<file path="src/rtl/errcap_pkg.sv">
package errcap_pkg;

    localparam int CODE_W  = 3;
    localparam int NUM_ERR = 3;            // strobes that can lock the capture
    localparam int NUM_W1C = NUM_ERR + 1;  // error bits plus the lost flag
    localparam int STAT_W  = CODE_W + 2 + NUM_W1C;

    // Packed MSB first: cause[8:6], victim[5], dma[4], nxm[3],
    // tag_ctl[2], tag_adr[1], lost[0]
    typedef struct packed {
        logic [CODE_W-1:0] cause;
        logic              victim;
        logic              dma;
        logic              nxm;
        logic              tag_ctl;
        logic              tag_adr;
        logic              lost;
    } stat_t;

endpackage

</file>
<file path="src/rtl/errcap_cause_sel.sv">
module errcap_cause_sel
    import errcap_pkg::*;
(
    input  logic              is_dma,
    input  logic [CODE_W-1:0] cpu_code,
    input  logic [CODE_W-1:0] io_code,
    output logic [CODE_W-1:0] cause
);
    always_comb begin
        cause = is_dma ? io_code : cpu_code;
    end
endmodule

</file>
<file path="src/rtl/errcap_event.sv">
module errcap_event
    import errcap_pkg::*;
(
    input  logic [NUM_ERR-1:0] err_vec,
    input  logic               locked,
    output logic               capture,
    output logic               lost_evt
);
    logic any_err;

    always_comb begin
        any_err  = |err_vec;
        capture  = any_err && !locked;
        lost_evt = any_err && locked;
    end
endmodule

</file>
<file path="src/rtl/errcap_w1c_bit.sv">
module errcap_w1c_bit (
    input  logic cur,
    input  logic set,
    input  logic clr,
    output logic nxt
);
    // A set in the same cycle as a clear wins.
    always_comb begin
        nxt = set | (cur & ~clr);
    end
endmodule

</file>
<file path="src/rtl/err_capture_reg.sv">
module err_capture_reg
    import errcap_pkg::*;
#(
    parameter int ADDR_W = 32
) (
    input  logic              clk,
    input  logic              rst_n,
    input  logic              err_nxm,
    input  logic              err_tag_ctl,
    input  logic              err_tag_adr,
    input  logic              req_is_dma,
    input  logic              req_victim,
    input  logic [CODE_W-1:0] cpu_req,
    input  logic [CODE_W-1:0] io_cmd,
    input  logic [ADDR_W-1:0] req_addr,
    input  logic              wr_en,
    input  logic [STAT_W-1:0] wr_data,
    output logic [STAT_W-1:0] stat_rd,
    output logic [ADDR_W-1:0] err_addr
);
    typedef struct packed {
        stat_t             stat;
        logic [ADDR_W-1:0] addr;
    } state_t;

    state_t state_d, state_q;

    logic [NUM_ERR-1:0] err_vec;
    logic               locked;
    logic               capture;
    logic               lost_evt;
    logic [CODE_W-1:0]  cause_sel;
    logic [NUM_W1C-1:0] w1c_cur, w1c_set, w1c_clr, w1c_nxt;
    logic               unused_wr_hi;

    assign err_vec      = {err_nxm, err_tag_ctl, err_tag_adr};
    assign locked       = state_q.stat.nxm | state_q.stat.tag_ctl | state_q.stat.tag_adr;
    assign unused_wr_hi = ^wr_data[STAT_W-1:NUM_W1C];

    errcap_event u_event (
        .err_vec  (err_vec),
        .locked   (locked),
        .capture  (capture),
        .lost_evt (lost_evt)
    );

    errcap_cause_sel u_cause (
        .is_dma   (req_is_dma),
        .cpu_code (cpu_req),
        .io_code  (io_cmd),
        .cause    (cause_sel)
    );

    assign w1c_cur = {state_q.stat.nxm, state_q.stat.tag_ctl,
                      state_q.stat.tag_adr, state_q.stat.lost};
    assign w1c_set = {err_vec & {NUM_ERR{capture}}, lost_evt};
    assign w1c_clr = wr_en ? wr_data[NUM_W1C-1:0] : '0;

    for (genvar i = 0; i < NUM_W1C; i++) begin : g_w1c
        errcap_w1c_bit u_bit (
            .cur (w1c_cur[i]),
            .set (w1c_set[i]),
            .clr (w1c_clr[i]),
            .nxt (w1c_nxt[i])
        );
    end

    always_comb begin
        state_d              = state_q;
        state_d.stat.nxm     = w1c_nxt[3];
        state_d.stat.tag_ctl = w1c_nxt[2];
        state_d.stat.tag_adr = w1c_nxt[1];
        state_d.stat.lost    = w1c_nxt[0];
        if (capture) begin
            state_d.stat.cause  = cause_sel;
            state_d.stat.dma    = req_is_dma;
            state_d.stat.victim = req_victim & err_nxm;
            state_d.addr        = req_addr;
        end
    end

    always_ff @(posedge clk) begin
        if (!rst_n) begin
            state_q <= '0;
        end else begin
            state_q <= state_d;
        end
    end

    assign stat_rd  = state_q.stat;
    assign err_addr = state_q.addr;

endmodule

</file>
<file path="config.mk">
export PLATFORM = sky130hd
export DESIGN_NAME = err_capture_reg
export DESIGN_NICKNAME = d
export VERILOG_FILES = /design/src/rtl/errcap_pkg.sv /design/src/rtl/errcap_cause_sel.sv /design/src/rtl/errcap_event.sv /design/src/rtl/errcap_w1c_bit.sv /design/src/rtl/err_capture_reg.sv
export SDC_FILE = /design/constraint.sdc
export NUM_CORES = 1
export LEC_CHECK = 0
export CAP_MARGIN = 30
export CORE_UTILIZATION = 25
export DETAILED_ROUTE_END_ITERATION = 7
export DONT_BUFFER_PORTS = 1
export PLACE_DENSITY = 0.4
export SYNTH_ARGS = -nofsm -noshare
export SYNTH_HDL_FRONTEND = slang
export SYNTH_HIERARCHICAL = 1
export SYNTH_SLANG_ARGS = --single-unit
</file>
<file path="constraint.sdc">
create_clock -name clk -period 1.5 [get_ports clk]
set_input_delay 0.15 -clock clk [delete_from_list [all_inputs] [get_ports clk]]
set_output_delay 0.15 -clock clk [all_outputs]
set_load 0.02 [all_outputs]
</file>
### Yosys cells after proc, flatten, opt, wreduce, memory -nomap -nowiden

Index checks and enable logic that the tools add are counted.

* register bits: 41
* output and inout port bits: 41
* bits of input ports: 55

* multiplexer cells: 2
* bitwise operators: 16
* reduce and logical (&&, ||, !) cells: 4

Operators with widths (number)
* 1-bit OR: 6
* 1-bit AND: 5
* 4-bit two-way mux: 1
* 1-bit inverter: 4
* 3-bit AND: 1
* 3-bit two-way mux: 1
* 3-bit OR reduction: 1
* 1-bit logical AND: 2
* 1-bit zero test: 1

### Logic depth before layout (Yosys ltp)

Gate-level depths: netlist of the first run.

* depth in word-level cells: 6
* mapped depth: 7

### By module

The synthesis of the first run kept the hierarchy.

Modules (own cells, without submodules)
* err_capture_reg: area an instance 1600.3 sq um, times used 1, sequential area each 820.8 sq um, cells each 137
* errcap_w1c_bit: area an instance 11.3 sq um, times used 4, sequential area each 0.0 sq um, cells each 2
* errcap_cause_sel: area an instance 33.8 sq um, times used 1, sequential area each 0.0 sq um, cells each 3
* errcap_event: area an instance 20.0 sq um, times used 1, sequential area each 0.0 sq um, cells each 3

### Worst setup path after synthesis of the first run

OpenSTA, ideal clock, no wires.

* path kind: reg2reg
* start point: register state_q, in the netlist stat_rd[2]
* end point: register state_q, in the netlist err_addr[0]
* stages on the path, launching flop included: 7
* buffers on the path: 2
* period minus slack after synthesis: 1509 ps
* slack: -9 ps
* data required time: 1384 ps
* arrival time: 1393 ps
* cells stage by stage: dfxtp_1 or3_1 nor2_1 buf_6 buf_12 mux2i_1 nor2b_1

* word-level cells in the longest chain between the ends: 4

RTL lines
* from (decl): RTL line err_capture_reg.sv:26 `state_t state_d, state_q;`
* from (signal assigned): RTL line err_capture_reg.sv:86 `state_q <= state_d;`
* 1-bit OR (2 in a row): RTL line err_capture_reg.sv:37 `assign locked = state_q.stat.nxm | state_q.stat.tag_ctl | state_q.stat.tag_adr;`
* via locked: RTL line err_capture_reg.sv:29 `logic locked;`
* 1-bit zero test: RTL line errcap_event.sv:13 `capture = any_err && !locked;`
* 1-bit logical AND: RTL line errcap_event.sv:13
* via capture: RTL line err_capture_reg.sv:30 `logic capture;`

The timed path passes the listed nets, and every way through them passes these cells.
A chain may end at the register's enable or synchronous reset.

==> results of run 1 <==
-- power breakdown --
group | switching [mW] | internal, mW | total (mW) | leakage [nW]
combinational | 0.283 | 0.417 | 0.700 | 0.494
clock | 0.359 | 0.329 | 0.688 | 0.0385
sequential | 0.232 | 1.22 | 1.45 | 0.339
total | 0.875 | 1.97 | 2.84 | 0.871
-- repair_timing --
action / 4_1_cts / 5_1_grt
hold buffers: 4 / 0
gates cloned: 2 / 1
pin swaps: 1 / 0
buffers inserted: 3 / 0
resized for setup: 4 / 1
endpoints found under the hold margin: 37 / 0
endpoints found under the setup margin: 21 / 35
-- metrics by stage --
stage / worst slack (ns) / hold slack [ns] / setup TNS (ns)
6_report: 0.01480 / 0.01425 / 0
5_1_grt: -0.06073 / 0.004997 / -1.203
4_1_cts: 0.01510 / 0.004752 / 0
3_5_place_dp: -0.03678 / 0.2825 / -0.1757
3_3_place_gp: -0.009859 / 0.2775 / -0.02595
2_1_floorplan: 0.009582 / 0.2782 / 0
-- worst reg2reg max path, delay by kind of cell, from the launching register on --
kind / cells / cell delay (ns)
and+or+nand+nor: 4 / 0.76
DFF: 1 / 0.32
buffers and inverters: 2 / 0.26
AOI/OAI and AO/OA: 1 / 0.07
-- registers in the layout, indices dropped and copies added, names as in the netlist --
name	cells
err_addr	32
stat_rd	9
-- layout by cell type (no fill, tap or decap), drive strengths merged --
master / synthesis / layout
nand3b: 1 / 1
inv: 4 / 4
clkbuf: 4 / 8
nor3: 1 / 1
nand4: 1 / 1
mux2i: 36 / 36
and2: 11 / 11
dfxtp: 41 / 41
a21o: 4 / 4
or3: 1 / 1
buf: 5 / 11
mux2: 3 / 3
dlygate4sd3: 0 / 4
nor2b: 37 / 37
nand2: 1 / 1
nor2: 1 / 1
clkinvlp: 0 / 1
-- layout make-up --
cell class	count	area share
Inverter	4	0.007389
Clock inverter	1	0.003695
Multi-Input combinational cell	97	0.3830
Clock buffer	7	0.03756
Tap cell	77	0.04741
Sequential cell	41	0.4046
Timing Repair Buffer	16	0.1164
-- routing by layer --
| layer | up-vias | GRT usage |
|---|---|---|
| met5 | - | 0 |
| met4 | 0 | 0.04160 |
| met3 | 5 | 0.04130 |
| met2 | 50 | 0.1945 |
| met1 | 488 | 0.1136 |
| li1 | 521 | - |
-- kinds of logic (layout without fill, tap and decap cells) --
family	count (synthesis)	count (layout)	synth area share
muxes	39	39	0.2320
DFF	41	41	0.4831
buffers and inverters	13	28	0.06848
AOI/OAI and AO/OA	4	4	0.01767
and+or+nand+nor	54	54	0.1988
-- path summary, 6_finish.rpt --
check | start | end
worst min register to register | stat_rd[5] | stat_rd[5]
worst max-delay path | stat_rd[2] | stat_rd[2]
worst min-delay path | rst_n | err_addr[20]
worst max register to register | stat_rd[2] | stat_rd[2]
==> impl_metrics.py, run 1 <==
metrics = {
    "status": {
        "outcome": "finished with violations",
        "violations": "design-rule violations",
    },
    "placement": {
        "io_buffers": 0,
        "dp.cells": 224,
        "globalplace.congestion": 0.6273,
        "dpl.hpwl_um": 2336,
        "dpl-instance-area_sq_um": 1765,
    },
    "floorplanning": {
        "die-height_um": 84.44,
        "coreArea_sq_um": 6459,
        "floorplan.rows": 29,
        "die_w_um": 84.44,
        "fp.dieArea_sq_um": 7130,
        "initial_core_util": 0.2631,
        "boundaryPins": 96,
    },
    "global_routing": {
        "grt.total_usage": 0.1078,
        "antenna_found_initial": 0,
        "grt_overflow": 0,
        "grt_pass1_wl_um": 5837,
        "grt_max_degree": 38,
        "first_global_vias": 1206,
    },
    "clock_network": {
        "htreeDepth": 2,
        "clk_latency_ns": 0.29,
        "cts_root_buffer": "clkbuf_8",
        "clkSinkCount": 41,
        "cts_tree": "yes",
        "clk_pin_slew_ns": 0.08,
        "clk_path_buf_depth": 2,
        "cts_buffers": 5,
    },
    "finish": {
        "fin_area_sq_um": 2032,
        "regArea_sq_um": 822.0,
        "nNetsFinal": 220,
        "finish.utilization": 0.3146,
        "drive_gt1_frac": 0.1566,
        "fin_cells": 243,
        "syn2layout_area_growth_pct": 19.59,
        "fillCellCount": 666,
        "multi_input_area_sq_um": 778.2,
        "n_antenna_cell": 0,
    },
    "synthesis": {
        "avgSynthCellArea_sq_um": 11.25,
        "ys.warnings.count": 6,
        "synth.largest_area_cell": "dfxtp_1",
        "yosys_register_bits": 41,
        "syn_nets": 206,
        "netlist_instances": 151,
        "yosysMostFrequentCell": "dfxtp_1",
        "synthTopCellsByArea": "dfxtp_1 48%, mux2i_1 21%, nor2b_1 14%",
        "async_flop_share": 0,
        "synth-edff-count": 0,
        "synth_top_area_share": 0.4831,
        "synth_ff_type": "dfxtp_1",
        "ys_types": 17,
        "synth_area_sq_um": 1699,
        "ys_top_cells_by_count": "41 x dfxtp_1, 37 x nor2b_1, 36 x mux2i_1, 11 x and2_1",
        "yosysSeqAreaShare": 0.4831,
    },
    "drt": {
        "drcViolationCount": 6,
        "wl_per_cell_um": 15.05,
        "dr.pass1.iters": 6,
        "top_layer": "met4",
        "final_antenna_net_count": 0,
        "wl_met3_um": 310,
        "wl_met2_um": 1836,
        "wl_met1_um": 1451,
        "avgViaCountPerCell": 4.379,
        "drt-total-wl_um": 3656,
        "drt_iter0_drc": 16,
        "num_vias": 1064,
    },
    "setup_path": {
        "critPathArrivalTime_ns": 1.70,
        "cp_num_cells": 7,
        "critPathMaxFanout": 11,
        "critPathMostFrequentCell": "and2_1",
        "r2r_cells": 7,
        "critical-path-top-delay-family": "simple AND/OR/NAND/NOR gates",
        "cp_cell_sequence": "or3_4 -> nor2_4 -> buf_4 -> buf_12 -> and2_1 -> a21o_1 -> and2_1",
        "end_kind": "flip-flop",
        "cp-start-kind": "flip-flop",
        "slowest_delay_ns": 0.39,
        "required_ns": 1.72,
        "path_buf_inv": 2,
        "reg2reg_setup_slack_ns": 0.01,
        "crit_type": "reg2reg",
        "cp_slowest_cell": "or3_4",
    },
    "timing": {
        "finalCritPeriodShare": 0.9901,
        "max_slew.worst_pin.slew_ns": 0.2958,
        "fmax_mhz": 673.3,
        "slew_violations": 0,
        "skew_ns": 0.01022,
        "grt_setup_unrepaired": "true",
        "setup-violations-final": 0,
        "relSlewSlack": 0.8017,
        "final_hold_viol_count": 0,
        "finalCriticalPeriod_ns": 1.485,
    },
    "job": {
        "drv_cap": 0,
    },
    "power": {
        "finalPower_mw": 2.841,
        "power_density_nw_per_um2": 1398,
        "leakage_nw": 0.8713,
        "ir_drop_uv": 351.9,
    },
    "hold_path": {
        "hold_path_class": "in2reg",
        "min_path_cells": 1,
    },
}
Note: power is estimated with default switching activity, not from simulation.
==> inputs of run 2 (changes only) <==
--- a/config.mk
+++ b/config.mk
@@ -9,7 +9,9 @@
 export CORE_UTILIZATION = 25
 export DETAILED_ROUTE_END_ITERATION = 7
 export DONT_BUFFER_PORTS = 1
+export MAX_ROUTING_LAYER = met4
 export PLACE_DENSITY = 0.4
+export SETUP_SLACK_MARGIN = 0.05
 export SYNTH_ARGS = -nofsm -noshare
 export SYNTH_HDL_FRONTEND = slang
 export SYNTH_HIERARCHICAL = 1
==> run 2 against run 1 <==
Net effect:
- the run ends with design-rule violations, negative setup slack left
- sequential power hardly changed
- sequential cell count did not move
- wire length rose by 9.3%
- setup slack worse by 0.053 ns
- final cell count up 0.41%
- hold slack worse by 0.0032 ns
- total power grew 4.4%
- first-iteration DRC count up 44%
- highest routed layer unchanged
==> impl_metrics.py, run 2 (synthesis results as in run 1) <==
metrics = {
    "finish": {
        "nNetsFinal": 221,
        "drive_gt1_frac": 0.2096,
        "largest_register_ffs": 32,
        "n_antenna_cell": 0,
        "layout_common_cells": "39 x dfxtp_1, 37 x nor2b_1, 33 x mux2i_1",
        "fin_cells": 244,
        "final_common_cell": "dfxtp_1",
        "syn2layout_area_growth_pct": 22.53,
    },
    "floorplanning": {
        "boundaryPins": 96,
        "fp.dieArea_sq_um": 7130,
        "coreArea_sq_um": 6459,
        "floorplan.rows": 29,
        "initial_core_util": 0.2631,
        "die-height_um": 84.44,
        "die_w_um": 84.44,
    },
    "power": {
        "p_seq_frac": 0.490,
        "leakage_nw": 0.9060,
        "internal_power_mw": 2.044,
        "switching_share": 0.3110,
        "finalPower_mw": 2.967,
        "combPwrFrac": 0.275,
        "clockPowerShare": 0.235,
        "ir_drop_uv": 504.6,
        "p_sw_mw": 0.9228,
        "power_density_nw_per_um2": 1425,
    },
    "setup_path": {
        "end_kind": "flip-flop",
        "cp_slowest_cell": "or3_4",
        "critPathArrivalTime_ns": 1.76,
        "critPathMostFrequentCell": "buf_12",
        "critPathMaxFanout": 6,
        "cp_cell_sequence": "or3_4 -> nor2_4 -> buf_12 -> buf_12 -> and2_4 -> a21o_1 -> and2_1",
        "rr_endpoint": "stat_rd[3]",
        "cp-start-kind": "flip-flop",
        "required_ns": 1.72,
        "slowest_delay_ns": 0.40,
        "r2r_cells": 7,
        "reg2reg_setup_slack_ns": -0.04,
        "crit_type": "reg2reg",
        "r2r_start": "stat_rd[3]",
    },
    "timing": {
        "setup-violations-final": 29,
        "slew_violations": 0,
        "final_hold_viol_count": 0,
        "relSlewSlack": 0.3615,
        "finalCritPeriodShare": 1.026,
        "grt_setup_unrepaired": "true",
        "max_slew.worst_pin.slew_ns": 0.9577,
        "finalCriticalPeriod_ns": 1.538,
        "skew_ns": 0.008085,
        "layout_setup_ws_ns": -0.03837,
        "fmax_mhz": 650.0,
    },
    "drt": {
        "drcViolationCount": 6,
        "dr.pass1.iters": 6,
        "wl_per_cell_um": 16.38,
        "final_antenna_net_count": 0,
        "drt-total-wl_um": 3997,
        "avgViaCountPerCell": 4.504,
        "num_vias": 1099,
        "drt_iter0_drc": 23,
    },
    "hold_path": {
        "hp-start": "rst_n",
        "hold_path_class": "in2reg",
        "min_path_cells": 1,
        "hold_end": "stat_rd[8]",
    },
    "clock_network": {
        "clk_latency_ns": 0.29,
        "htreeDepth": 2,
        "clk_pin_slew_ns": 0.07,
        "cts_root_buffer": "clkbuf_8",
        "clkSinkCount": 41,
        "clk_path_buf_depth": 2,
        "cts_buffers": 5,
        "cts_tree": "yes",
    },
    "job": {
        "drv_cap": 0,
    },
    "global_routing": {
        "first_global_vias": 1244,
        "grt_overflow": 0,
        "grt_max_degree": 35,
        "antenna_found_initial": 0,
        "grt_pass1_wl_um": 5892,
        "grt.total_usage": 0.1113,
    },
    "placement": {
        "globalplace.congestion": 0.6987,
        "dp.cells": 224,
        "io_buffers": 0,
        "dpl.hpwl_um": 2360,
    },
    "status": {
        "outcome": "finished with violations",
        "violations": "design-rule violations, negative setup slack",
    },
}
==> run 2: cell count changes in the layout (fill, tap and decap cells not counted), moves of 2 or more <==
cell           change
clkbuf_16          +3
dlygate4sd3_1      -3
and2_1             -2
and2_4             +2
buf_16             -2
buf_6              +2
clkinv_2           +2
mux2i_1            -2
mux2i_2            +2
==> run 2: through the flow <==
stage	util	hold WS [ns]	instance area [sq um]	setup slack, ns	setup TNS [ns]
final	0.3224	0.01110	2082	-0.03837	-0.4787
after global routing	0.3224	0.003486	2082	-0.1133	-3.383
after CTS	0.2972	0.001414	1919	-0.02022	-0.1800
after detailed placement	0.2735	0.2810	1767	-0.01055	-0.02564
after global placement	0.2735	0.2797	1767	0.01989	0
after floorplan	-	0.2782	1702	0.03714	0
==> run 2: how the worst max path moves through the flow <==
stage               depth (start not counted)            to  slack, ns        from
floorplan                                   7    stat_rd[3]       0.04  stat_rd[2]
global placement                            6    stat_rd[3]       0.02  stat_rd[2]
detailed placement                          5  err_addr[29]      -0.01  stat_rd[2]
CTS                                         6   err_addr[5]      -0.02  stat_rd[2]
global route                                6  err_addr[25]      -0.11  stat_rd[3]
finish                                      7    stat_rd[3]      -0.04  stat_rd[3]
==> run 2: what timing repair did <==
item	in CTS	in global routing
pin swaps	0	2
resized for setup	3	7
gates cloned	1	5
buffers inserted	2	2
endpoints found under the setup margin	39	40
endpoints found under the hold margin	34	0
hold buffers	2	0
==> run 2: layout make-up <==
| class | count | area [sq um] |
|---|---|---|
| Clock buffer | 6 | 72.57 |
| Clock inverter | 2 | 10.01 |
| Inverter | 4 | 15.01 |
| Multi-Input combinational cell | 97 | 790.8 |
| Timing Repair Buffer | 17 | 274.0 |
| Tap cell | 77 | 96.34 |
| Fill cell | 682 | 4377 |
| Sequential cell | 41 | 823.3 |
==> run 2: per-layer routing <==
layer  GRT usage  up-vias  wire [um]
met5           -        -          0
met2      0.1960       50       2088
met3     0.04228        4        258
li1            -      523          -
met4     0.04468        0         32
met1      0.1110      522       1618
==> run 2: power groups by stage <==
stage / combinational [mW] / clock, mW / sequential (mW)
3_3_place_gp: 0.504 / 0 / 1.48
4_1_cts: 0.613 / 0.735 / 1.45
3_5_place_dp: 0.523 / 0 / 1.48
2_1_floorplan: 0.492 / 0 / 1.47
6_report: 0.817 / 0.698 / 1.45
5_1_grt: 0.880 / 0.775 / 1.47
==> run 2: critical path, delay by kind of cell (launching register included) <==
kind / cells / cell delay [ns]
simple gates: 4 / 0.82
flops: 1 / 0.32
buf+inv: 2 / 0.26
compound gates: 1 / 0.08
==> inputs of run 3 (changes only) <==
--- a/config.mk
+++ b/config.mk
@@ -9,7 +9,6 @@
 export CORE_UTILIZATION = 25
 export DETAILED_ROUTE_END_ITERATION = 7
 export DONT_BUFFER_PORTS = 1
-export MAX_ROUTING_LAYER = met4
 export PLACE_DENSITY = 0.4
 export SETUP_SLACK_MARGIN = 0.05
 export SYNTH_ARGS = -nofsm -noshare
==> run 3 against run 2 <==
Net effect:
- the run still ends with design-rule violations, negative setup slack left
- clock-buffer cell count stayed put
- total power is 2.5% lower
- sequential share of layout area is 1.0 points higher
- final area is 2.5% lower
- global-route usage is 0.33 points lower
- hold slack better by 0.0017 ns
- register-to-register slack hardly changed
- die area stayed put
- utilization is 0.79 points lower
- clock power hardly changed
- critical endpoint unchanged
- largest cell class unchanged
==> impl_metrics.py, run 3 (synthesis results as in run 1) <==
metrics = {
    "status": {
        "outcome": "finished with violations",
        "violations": "design-rule violations, negative setup slack",
    },
    "setup_path": {
        "critPathArrivalTime_ns": 1.75,
        "critical-path-top-delay-family": "simple AND/OR/NAND/NOR gates",
        "r2r_start": "stat_rd[3]",
        "cp_cell_sequence": "or3_4 -> nor2_4 -> buf_4 -> buf_12 -> and2_4 -> a21o_1 -> and2_1",
        "cp_slowest_cell": "or3_4",
        "path_buf_inv": 2,
        "cp-start-kind": "flip-flop",
        "rr_endpoint": "stat_rd[3]",
        "end_kind": "flip-flop",
        "critPathMaxFanout": 11,
        "reg2reg_setup_slack_ns": -0.03,
        "r2r_cells": 7,
        "required_ns": 1.72,
        "slowest_delay_ns": 0.40,
        "crit_type": "reg2reg",
    },
    "clock_network": {
        "htreeDepth": 2,
        "cts_buffers": 5,
        "clk_path_buf_depth": 2,
        "clk_latency_ns": 0.29,
        "clk_pin_slew_ns": 0.07,
        "clkSinkCount": 41,
        "cts_tree": "yes",
        "cts_root_buffer": "clkbuf_8",
    },
    "global_routing": {
        "grt_overflow": 0,
        "grt_max_degree": 35,
        "antenna_found_initial": 0,
        "grt_pass1_wl_um": 5892,
        "grt.total_usage": 0.1079,
        "first_global_vias": 1241,
    },
    "timing": {
        "grt_setup_unrepaired": "true",
        "finalCritPeriodShare": 1.023,
        "holdWs_ns": 0.01279,
        "finalSetupTns_ns": -0.2341,
        "slew_violations": 0,
        "layout_setup_ws_ns": -0.03418,
        "final_hold_viol_count": 0,
        "skew_ns": 0.008933,
        "setup-violations-final": 16,
        "fmax_mhz": 651.8,
        "finalCriticalPeriod_ns": 1.534,
        "max_slew.worst_pin.slew_ns": 0.9492,
        "relSlewSlack": 0.3672,
    },
    "finish": {
        "nNetsFinal": 220,
        "drive_gt1_frac": 0.1867,
        "n_antenna_cell": 0,
        "fillCellCount": 687,
        "largest_register_ffs": 32,
        "layout_common_cells": "39 x dfxtp_1, 37 x nor2b_1, 35 x mux2i_1",
        "multi_input_area_sq_um": 780.7,
        "fin_area_sq_um": 2031,
        "syn2layout_area_growth_pct": 19.51,
        "final_common_cell": "dfxtp_1",
        "regArea_sq_um": 823.3,
    },
    "drt": {
        "drt_iter0_drc": 35,
        "drt-total-wl_um": 3870,
        "final_antenna_net_count": 0,
        "dr.pass1.iters": 6,
        "avgViaCountPerCell": 4.535,
        "drcViolationCount": 6,
        "wl_per_cell_um": 15.93,
        "num_vias": 1102,
    },
    "floorplanning": {
        "coreArea_sq_um": 6459,
        "boundaryPins": 96,
        "floorplan.rows": 29,
        "initial_core_util": 0.2631,
        "fp.dieArea_sq_um": 7130,
        "die-height_um": 84.44,
        "die_w_um": 84.44,
    },
    "hold_path": {
        "hold_path_class": "in2reg",
        "min_path_cells": 1,
        "hp-start": "rst_n",
        "hold_end": "stat_rd[8]",
    },
    "job": {
        "drv_cap": 0,
    },
    "placement": {
        "io_buffers": 0,
        "dpl.hpwl_um": 2360,
        "dpl-instance-area_sq_um": 1767,
        "globalplace.congestion": 0.6913,
        "dp_slack_ns": -0.01055,
    },
    "power": {
        "leakage_nw": 0.8903,
        "ir_drop_uv": 504.0,
        "power_density_nw_per_um2": 1424,
        "finalPower_mw": 2.891,
    },
}
[run 3: cell types whose count changed in the layout (fill, tap and decap cells not counted), sizes merged]
cell | previous run | this run
clkbuf | 10 | 9
[run 3: metrics by stage]
stage / util / cells
global placement: 0.2735 / 224
detailed placement: 0.2735 / 224
finish: 0.3144 / 243
global route: 0.3144 / 243
CTS: 0.2972 / 237
floorplan: - / 151
[run 3: how the worst max path moves through the flow]
| stage | start | end | slack, ns | cells after the start |
|---|---|---|---|---|
| 2_1_floorplan | stat_rd[2] | stat_rd[3] | 0.04 | 7 |
| 3_3_place_gp | stat_rd[2] | stat_rd[3] | 0.02 | 6 |
| 3_5_place_dp | stat_rd[2] | err_addr[29] | -0.01 | 5 |
| 4_1_cts | stat_rd[2] | err_addr[5] | -0.02 | 6 |
| 5_1_grt | stat_rd[3] | err_addr[25] | -0.11 | 6 |
| 6_report | stat_rd[3] | stat_rd[3] | -0.03 | 7 |
[run 3: repair_timing]
action	4_1_cts	5_1_grt
gates cloned	1	3
endpoints found under the hold margin	34	0
hold buffers	2	0
buffers inserted	2	3
gates resized for setup	3	4
setup endpoints to repair	39	40
pin swaps	0	2
[run 3: per-layer routing]
metal / up-vias / routed length, um / global-route usage
met3: 2 / 272 / 0.04621
li1: 521 / - / -
met5: - / 0 / 0
met2: 52 / 2032 / 0.1960
met1: 527 / 1539 / 0.1086
met4: 0 / 25 / 0.04468
[run 3: report_power, final]
part	leakage (nW)	switching [mW]	internal, mW
registers	0.339	0.231	1.22
clock network	0.0450	0.372	0.323
logic	0.506	0.296	0.448
total	0.890	0.900	1.99
[run 3: area by class of cell]
cell class              count  area share
clock inverters             2    0.004929
well taps                  77     0.04744
flip-flops and latches     41      0.4054
multi-input cells          97      0.3845
repair buffers             16      0.1146
inverters                   4    0.007394
clock buffers               6     0.03574
